**src/rtl/mdio_pkg.sv**
```systemverilog
package mdio_pkg;
  localparam int DATA_W = 16;
  localparam int ADDR_W = 5;
  localparam int CNT_W  = $clog2(DATA_W);

  localparam logic [1:0] OP_RD = 2'b10;
  localparam logic [1:0] OP_WR = 2'b01;

  typedef enum logic [2:0] {
    S_HUNT,
    S_PRE,
    S_SOF,
    S_OP,
    S_ADDR,
    S_TA,
    S_DATA
  } state_e;
endpackage

```
**src/rtl/mdio_reg_bank.sv**
```systemverilog
module mdio_reg_bank
  import mdio_pkg::*;
#(
  parameter int NUM_REGS = 8,
  parameter logic [DATA_W-1:0] RST_BASE = 16'hA500
) (
  input  logic              clk_i,
  input  logic              rst_ni,
  input  logic              we_i,
  input  logic [ADDR_W-1:0] addr_i,
  input  logic [DATA_W-1:0] wdata_i,
  output logic [DATA_W-1:0] rdata_o,
  output logic              impl_o
);
  logic [DATA_W-1:0] regs_q [NUM_REGS];

  for (genvar i = 0; i < NUM_REGS; i++) begin : g_reg
    always_ff @(posedge clk_i or negedge rst_ni) begin
      if (!rst_ni)                                  regs_q[i] <= RST_BASE + DATA_W'(i);
      else if (we_i && addr_i == ADDR_W'(i))        regs_q[i] <= wdata_i;
    end
  end

  assign impl_o = 32'(addr_i) < NUM_REGS;

  always_comb begin
    rdata_o = '1;
    for (int i = 0; i < NUM_REGS; i++)
      if (addr_i == ADDR_W'(i)) rdata_o = regs_q[i];
  end

  // the controller only commits writes aimed at implemented registers
  assert_write_implemented_R7: assert property (@(posedge clk_i) disable iff (!rst_ni)
    we_i |-> (32'(addr_i) < NUM_REGS));
endmodule

```
**src/rtl/mdio_frame_ctrl.sv**
```systemverilog
module mdio_frame_ctrl
  import mdio_pkg::*;
(
  input  logic              clk_i,
  input  logic              rst_ni,
  input  logic              mdio_i,
  input  logic [ADDR_W-1:0] phy_addr_i,
  input  logic [DATA_W-1:0] rd_data_i,
  input  logic              rd_impl_i,
  output logic [ADDR_W-1:0] reg_addr_o,
  output logic              we_o,
  output logic [DATA_W-1:0] wdata_o,
  output logic              mdio_o,
  output logic              mdio_oe_o
);
  localparam logic [CNT_W-1:0] OP_LAST   = CNT_W'(1);
  localparam logic [CNT_W-1:0] ADDR_LAST = CNT_W'(2*ADDR_W-1);
  localparam logic [CNT_W-1:0] DATA_LAST = CNT_W'(DATA_W-1);

  state_e              state_q;
  logic [CNT_W-1:0]    cnt_q;
  logic [DATA_W-1:0]   sh_q;
  logic [ADDR_W-1:0]   phy_q, reg_q;
  logic                rd_q, oe_q, dout_q;
  logic                hit;
  logic [1:0]          op_now;

  assign op_now     = {sh_q[0], mdio_i};
  assign hit        = (phy_q == phy_addr_i) || (phy_q == '0);
  assign reg_addr_o = reg_q;
  assign wdata_o    = {sh_q[DATA_W-2:0], mdio_i};
  assign we_o       = (state_q == S_DATA) && !rd_q && (cnt_q == DATA_LAST) && hit && rd_impl_i;
  assign mdio_o     = dout_q;
  assign mdio_oe_o  = oe_q;

  always_ff @(posedge clk_i or negedge rst_ni) begin
    if (!rst_ni) begin
      state_q <= S_HUNT;
      cnt_q   <= '0;
      sh_q    <= '0;
      phy_q   <= '0;
      reg_q   <= '0;
      rd_q    <= 1'b0;
      oe_q    <= 1'b0;
      dout_q  <= 1'b1;
    end else begin
      unique case (state_q)
        S_HUNT: if (mdio_i) state_q <= S_PRE;
        S_PRE:  if (!mdio_i) state_q <= S_SOF;
        S_SOF: begin
          cnt_q   <= '0;
          state_q <= mdio_i ? S_OP : S_HUNT;
        end
        S_OP: begin
          sh_q <= {sh_q[DATA_W-2:0], mdio_i};
          if (cnt_q == OP_LAST) begin
            cnt_q <= '0;
            if (op_now == OP_RD || op_now == OP_WR) begin
              state_q <= S_ADDR;
              rd_q    <= (op_now == OP_RD);
            end else begin
              state_q <= S_HUNT;
            end
          end else begin
            cnt_q <= cnt_q + 1'b1;
          end
        end
        S_ADDR: begin
          sh_q <= {sh_q[DATA_W-2:0], mdio_i};
          if (cnt_q == ADDR_LAST) begin
            phy_q   <= sh_q[2*ADDR_W-2:ADDR_W-1];
            reg_q   <= {sh_q[ADDR_W-2:0], mdio_i};
            cnt_q   <= '0;
            state_q <= S_TA;
          end else begin
            cnt_q <= cnt_q + 1'b1;
          end
        end
        S_TA: begin
          if (cnt_q == '0) begin
            cnt_q <= CNT_W'(1);
            if (rd_q) begin
              oe_q   <= 1'b1;
              dout_q <= 1'b0;
              sh_q   <= (hit && rd_impl_i) ? rd_data_i : '1;
            end
          end else begin
            cnt_q   <= '0;
            state_q <= S_DATA;
            if (rd_q) begin
              dout_q <= sh_q[DATA_W-1];
              sh_q   <= {sh_q[DATA_W-2:0], 1'b1};
            end
          end
        end
        S_DATA: begin
          cnt_q <= cnt_q + 1'b1;
          if (rd_q) begin
            if (cnt_q == DATA_LAST) begin
              oe_q    <= 1'b0;
              dout_q  <= 1'b1;
              state_q <= S_HUNT;
            end else begin
              dout_q <= sh_q[DATA_W-1];
              sh_q   <= {sh_q[DATA_W-2:0], 1'b1};
            end
          end else begin
            sh_q <= {sh_q[DATA_W-2:0], mdio_i};
            if (cnt_q == DATA_LAST) state_q <= S_HUNT;
          end
        end
        default: state_q <= S_HUNT;
      endcase
    end
  end

  // the driver comes on only in turnaround, driving zero first
  assert_ta_drive_zero_R4: assert property (@(posedge clk_i) disable iff (!rst_ni)
    $rose(mdio_oe_o) |-> (!mdio_o && state_q == S_TA));

  // never drive during a write frame
  assert_no_drive_on_write_R9: assert property (@(posedge clk_i) disable iff (!rst_ni)
    mdio_oe_o |-> rd_q);

  // release happens only as the data phase ends
  assert_release_after_data_R5: assert property (@(posedge clk_i) disable iff (!rst_ni)
    $fell(mdio_oe_o) |-> ($past(state_q) == S_DATA && state_q == S_HUNT));
endmodule

```
**src/rtl/mdio_slave.sv**
```systemverilog
module mdio_slave
  import mdio_pkg::*;
#(
  parameter int NUM_REGS = 8,
  parameter logic [DATA_W-1:0] RST_BASE = 16'hA500
) (
  input  logic              mdc_i,
  input  logic              rst_ni,
  input  logic              mdio_i,
  input  logic [ADDR_W-1:0] phy_addr_i,
  output logic              mdio_o,
  output logic              mdio_oe_o
);
  logic [ADDR_W-1:0] reg_addr;
  logic              we, impl;
  logic [DATA_W-1:0] wdata, rdata;

  mdio_frame_ctrl u_ctrl (
    .clk_i      (mdc_i),
    .rst_ni     (rst_ni),
    .mdio_i     (mdio_i),
    .phy_addr_i (phy_addr_i),
    .rd_data_i  (rdata),
    .rd_impl_i  (impl),
    .reg_addr_o (reg_addr),
    .we_o       (we),
    .wdata_o    (wdata),
    .mdio_o     (mdio_o),
    .mdio_oe_o  (mdio_oe_o)
  );

  mdio_reg_bank #(
    .NUM_REGS (NUM_REGS),
    .RST_BASE (RST_BASE)
  ) u_bank (
    .clk_i   (mdc_i),
    .rst_ni  (rst_ni),
    .we_i    (we),
    .addr_i  (reg_addr),
    .wdata_i (wdata),
    .rdata_o (rdata),
    .impl_o  (impl)
  );
endmodule

```
**config.mk**
```make
export PLATFORM = sky130hd
export DESIGN_NAME = mdio_slave
export DESIGN_NICKNAME = d
export VERILOG_FILES = /design/src/rtl/mdio_pkg.sv /design/src/rtl/mdio_reg_bank.sv /design/src/rtl/mdio_frame_ctrl.sv /design/src/rtl/mdio_slave.sv
export SDC_FILE = /design/constraint.sdc
export NUM_CORES = 1
export LEC_CHECK = 0
export CORE_MARGIN = 2
export CORE_UTILIZATION = 35
export CTS_CLUSTER_SIZE = 12
export DETAILED_ROUTE_END_ITERATION = 7
export MAX_ROUTING_LAYER = met4
export SLEW_MARGIN = 20
export SYNTH_ARGS = -nofsm -noshare
export SYNTH_HDL_FRONTEND = slang
export SYNTH_SLANG_ARGS = --single-unit
```
**constraint.sdc**
```tcl
create_clock -name mdc_i -period 2.5 [get_ports mdc_i]
set_input_delay 0.5 -clock mdc_i [delete_from_list [all_inputs] [get_ports mdc_i]]
set_output_delay 0.5 -clock mdc_i [all_outputs]
set_load 0.1 [all_outputs]
```
# == Word level (Yosys, flattened, before mapping) ==
# Index checks and enable logic that the tools add are counted.
# totals
ff_bits,164
input_bits,8
# op_classes
addsub,1
n_lt_le_gt_ge,1
eq_ne,29
mux,39
reduce_logical,30
# ops
op,count
16-bit 2-to-1 mux,14
16-bit case mux with 3 select lines,1
3-bit 2-to-1 mux,7
3-bit case mux with 7 select lines,1
5-bit by 3-bit equality test with 1-bit output (second input constant),4
4-bit case mux with 5 select lines,1
1-bit logical AND,13
5-bit by 2-bit equality test with 1-bit output (second input constant),2
5-bit zero test,2
1-bit 2-to-1 mux,10
2-bit by 1-bit != test with 1-bit output (second input constant),5
3-bit equality test (second input constant),3
3-bit AND reduction,3
4-bit equality test (second input constant),2
4-bit 2-to-1 mux,2
2-bit != test (second input constant),4
3-bit by 2-bit equality test with 1-bit output (second input constant),2
6-bit AND reduction,1
5-bit by 1-bit equality test with 1-bit output (second input constant),1
5-bit equality test,1
5-bit by 4-bit less-than comparator with 1-bit output (second input constant),1
5-bit AND reduction,1
5-bit nonzero test,1
4-bit by 1-bit adder with 4-bit output (second input constant),1
other kinds (15),17

# == Longest topological paths before layout ==
# logic_depth
ltp_word,13
depth_mapped,8
mapped_depth_nobuf,7

# == Cells and area by module ==
# Synthesis repeated with hierarchy kept, for this count alone.
# unflattened
cells_unflattened,709
hier_area_um2,8296.7
# by_module_without_submodules
mod,n_inst,cells_each,area_each_um2,seq_area_each_um2
mdio_reg_bank,1,481,6095.8,3258.1
mdio_frame_ctrl,1,228,2200.9,902.1

# == Worst setup path before layout ==
# Ideal clock, no wire load.
# synth_path
path_type,register to register
start,register u_ctrl.phy_q[1]
end,register u_bank.regs_q[100] (netlist bit)
setup_ps,125
t_arrival_ps,2266
required_ps,2375
path_slack_ps,109
stages_incl_launch_ff,8
n_path_buf,2
period_less_slack_ps,2391
path_cell_list,dfrtp_1 -> or4_1 -> nand4bb_1 -> o32ai_4 -> and4_1 -> buf_4 -> buf_6 -> mux2_2
# synth_between
elab_chain_cells,5
elab_cells_between_ends,6
# synth_rtl
element,line_no,rtl
start: declaration,mdio_frame_ctrl.sv:23,"logic [ADDR_W-1:0] phy_q, reg_q;"
start signal: assignment,mdio_frame_ctrl.sv:71,phy_q <= sh_q[2*ADDR_W-2:ADDR_W-1];
5-bit equality test / 5-bit zero test (equally long branches),mdio_frame_ctrl.sv:29,assign hit = (phy_q == phy_addr_i) || (phy_q == '0);
1-bit logical OR *,mdio_frame_ctrl.sv:29,
1-bit logical AND * (2 in series),mdio_frame_ctrl.sv:32,assign we_o = (state_q == S_DATA) && !rd_q && (cnt_q == DATA_LAST) && hit && rd_impl_i;
1-bit logical AND *,mdio_reg_bank.sv:20,else if (we_i && addr_i == ADDR_W'(i)) regs_q[i] <= wdata_i;
end signal: indexed assignment,mdio_reg_bank.sv:19,if (!rst_ni) regs_q[i] <= RST_BASE + DATA_W'(i);
end signal: indexed assignment,mdio_reg_bank.sv:20,
end: declaration,mdio_reg_bank.sv:15,logic [DATA_W-1:0] regs_q [NUM_REGS];
# Mark *: on every way between the ends. The rest lies on a longest branch, timed or not.
# A chain may end at the register's enable or synchronous reset.

# == Final worst setup path ==
# layout_path
start,register u_ctrl.phy_q[1]
end,register u_bank.regs_q[25] (netlist bit)
# The elaborated chain is that of the path after synthesis.

==> results.py <==
metrics = {
    "synth": {
        "ys_dominant_reg_cell": "dfrtp_1",
        "postSynth.asyncResetShare_pct": 100,
        "synth_warn": 0,
        "postSynthCellCount": 654,
        "yosys.cell_types.count": 65,
        "postSynthAreaPerCell_sq_um": 12.4,
        "syn-num-nets": 666,
        "synth_area_sq_um": 8110,
        "synth_enable_flop_cells": 0,
        "postSynthRegisterBits": 164,
        "yosysSeqAreaShare_pct": 51.3,
    },
    "global_route": {
        "grt_first_pass_wirelength_mm": 32.8,
        "grt_max_degree": 54,
        "grt_util_all_layers_pct": 18.3,
        "vias_in_the_first_global_route": 5748,
        "overflow": 0,
        "grt_antenna_before_repair": 0,
    },
    "cells_and_area": {
        "seqCellArea_sq_um": 4160,
        "num-nets-final": 693,
        "final_util_pct": 41.6,
        "multi_input_area_sq_um": 3630,
        "layout.filler_cells": 2088,
        "areaGrowthSynthToFinish_pct": 16.5,
        "num_antenna_cells": 0,
        "finalInstanceArea_sq_um": 9450,
        "layout_cell_share_with_drive_strength_beyond_1_pct": 42.5,
        "stdcell_count": 979,
    },
    "clocking": {
        "tritoncts": "done",
        "cts_hold_repair.buffers": 0,
        "cts-htree-levels": 4,
        "buffer_levels_on_the_longest_clock_path": 2,
        "cts_root_buf": "clkbuf_16",
        "cts.repair.resized": 0,
        "tritoncts.num_buffers": 17,
        "number_of_clock_sinks": 164,
        "path_clk_slew_ns": 0.06,
        "worst_skew_late_latency_ns": 0.44,
        "cts_post_setup_buffers_inserted": 0,
    },
    "setup_path": {
        "worst-endpoint-required_ns": 2.82,
        "ff2ff_setup_slack_ns": 0.11,
        "timing.critical_path.fanout_max": 7,
        "worstSetupStartpoint": "u_ctrl.phy_q[1]",
        "critical_path_data_arrival_time_ns": 2.70,
        "rr_endpoint": "u_bank.regs_q[25]",
        "timing.critical_path.to_type": "flip-flop",
        "critical_path.endpoint": "u_bank.regs_q[25]",
        "timing_worst_setup_path_type": "flip-flop to flip-flop",
        "reg2regPathDepth": 7,
        "crit-reg2reg-launch": "u_ctrl.phy_q[1]",
        "critPathLaunchType": "flip-flop",
    },
    "detailed_routing": {
        "first_pass_iteration_count_of_the_detailed_router": 6,
        "drc_violation_count_after_routing": 0,
        "violation_count_after_the_first_detailed_route_iteration": 393,
        "final_wirelength_mm": 20.3,
        "number_of_vias_after_detailed_routing": 5472,
        "remaining_number_of_nets_flagged_by_the_antenna_check_after_routing": 0,
        "vias_per_cell": 5.59,
        "route.detailed.wl_per_inst_um": 20.8,
    },
    "timing": {
        "finalCriticalPeriod_ns": 2.39,
        "rsz0062_at_grt": "false",
        "skew_ns": 0.00759,
        "fin_tns_setup_ns": 0,
        "final_min_period_over_clock_period_pct": 95.4,
        "worst_max_slew_pin_slew_ns": 0.609,
        "fmax_ghz": 0.419,
        "fin_max_slew_vios": 0,
        "timing.max_slew.rel_slack_pct": 59.4,
        "finalSetupViolations": 0,
        "final-hold-violation-count": 0,
    },
    "placement": {
        "numPlacedInstances": 947,
        "placement.io_buffers": 9,
        "gp_routability_congestion": 0.831,
        "dpl_cell_area_sq_um": 8810,
        "dpl.hpwl_mm": 13.6,
    },
    "pwr": {
        "power-per-cell-area_nw_per_um2": 768,
        "max-vdd-ir-drop_uv": 371,
        "power.leakage_nw": 4.33,
    },
    "floorplan": {
        "io_pins": 10,
        "dieWidth_um": 156,
        "fp.coreArea_sq_um": 22700,
        "floorplan.die_area_sq_um": 24400,
        "initial_core_util_pct": 35.7,
        "rows": 55,
        "fp.dieH_um": 156,
    },
    "status": {
        "status": "finished, final reports clean",
    },
    "flow_run": {
        "timing.max_cap.violations": 0,
    },
    "worst_hold_path": {
        "min-delay-path-class": "input port to asynchronous set/reset pin",
    },
}
final cells by class:
class	instances	area share, %
sequential	164	44.0
clock buffer	20	4.83
tap	285	3.77
multi-input combinational	417	38.4
inverter	20	0.795
clock inverter	12	1.88
timing repair buffer	61	6.24
metrics by stage:
step,power [mW],setup WS (ns),hold WS [ns]
2_1_floorplan,4.01,0.109,0.204
3_3_place_gp,4.45,-0.0883,0.477
3_5_place_dp,4.48,-0.142,0.484
4_1_cts,7.30,0.0973,0.0427
5_1_grt,7.61,0.00943,0.0522
6_report,7.25,0.115,0.0384
state kept, by name (all words and copies together), names as in the netlist:
register / cells
u_ctrl.cnt_q: 4
u_ctrl.state_q: 3
u_ctrl.rd_q: 1
u_ctrl.mdio_oe_o: 1
u_ctrl.reg_addr_o: 5
u_ctrl.mdio_o: 1
u_ctrl.phy_q: 5
u_bank.regs_q: 128
u_ctrl.sh_q: 16
per-layer routing:
metal  global-route usage [%]  wire (um)
met1                     22.6       9000
met2                     29.3      10000
met3                     4.93        943
met4                     5.55        359
met5                        -          0
synth_stat cells, drive strengths merged (5+ instances only):
cell / number / share of area [%]
dfstp: 45 / 15
nor2: 10 / 0.46
mux2: 137 / 19
mux2i: 23 / 2.8
mux4: 12 / 3.3
inv: 19 / 0.88
xnor2: 5 / 0.54
buf: 21 / 1.6
a32o: 6 / 0.74
o21ai: 17 / 1.0
nand2: 39 / 1.8
nand3: 10 / 0.86
a31oi: 11 / 0.85
nand2b: 18 / 1.4
nor2b: 15 / 1.2
dfrtp: 119 / 37
nor3: 5 / 0.31
o31ai: 5 / 0.46
o22ai: 12 / 0.93
a21oi: 23 / 1.4
clkbuf: 32 / 1.5
where the power goes:
group	internal (mW)	total, mW	switching [mW]
logic	0.524	1.21	0.686
registers	2.84	3.24	0.402
clock network	1.72	2.80	1.08
total	5.09	7.25	2.17
worst min-delay path by stage:
| stage | start | to | slack [ns] | depth (start not counted) |
|---|---|---|---|---|
| after CTS | rst_ni | u_bank.regs_q[36] | 0.04 | 1 |
| after floorplan | rst_ni | u_bank.regs_q[100] | 0.20 | 0 |
| after detailed placement | u_ctrl.mdio_oe_o | u_ctrl.mdio_oe_o | 0.48 | 2 |
| final | rst_ni | u_bank.regs_q[53] | 0.04 | 1 |
| after global routing | rst_ni | u_ctrl.phy_q[0] | 0.05 | 1 |
| after global placement | u_ctrl.mdio_oe_o | u_ctrl.mdio_oe_o | 0.48 | 2 |
placed cells by master (no fill, tap or decap), types with 5 or more instances in the layout:
cell	Yosys	routed
nand3_1	6	6
buf_12	0	9
dfrtp_1	119	118
a32o_1	6	6
inv_1	19	19
nor2b_1	15	15
nand2_1	38	38
dfstp_2	45	45
o21ai_0	15	15
mux2_2	137	137
mux4_2	12	12
mux2i_1	23	23
nand2b_1	18	18
nor3_1	5	5
o31ai_1	5	5
clkdlybuf4s50_1	0	6
nor2_1	10	10
buf_4	2	45
a31oi_1	11	11
xnor2_1	5	5
clkbuf_16	0	17
a21oi_1	23	23
o22ai_1	12	12
worst max-delay path, cell delays in order, from the launching register on:
cell	delay (ns)
dfrtp_1	0.41
or4_1	0.56
nand4bb_1	0.26
o32ai_4	0.18
buf_4	0.23
nand3_2	0.14
buf_4	0.22
mux2_2	0.27
cells by family (layout without fill, tap and decap cells):
family	after synthesis	count (layout)	synth area share (%)
XOR/XNOR	7	7	0.756
AO/OA/AOI/OAI	109	109	9.36
multiplexers	172	172	25.2
buffers and inverters	73	113	4.01
adder cells (fa/ha/maj)	4	4	0.617
flip-flops	164	164	51.3
AND/OR/NAND/NOR	125	125	8.79
(Power assumes the default switching activity.)
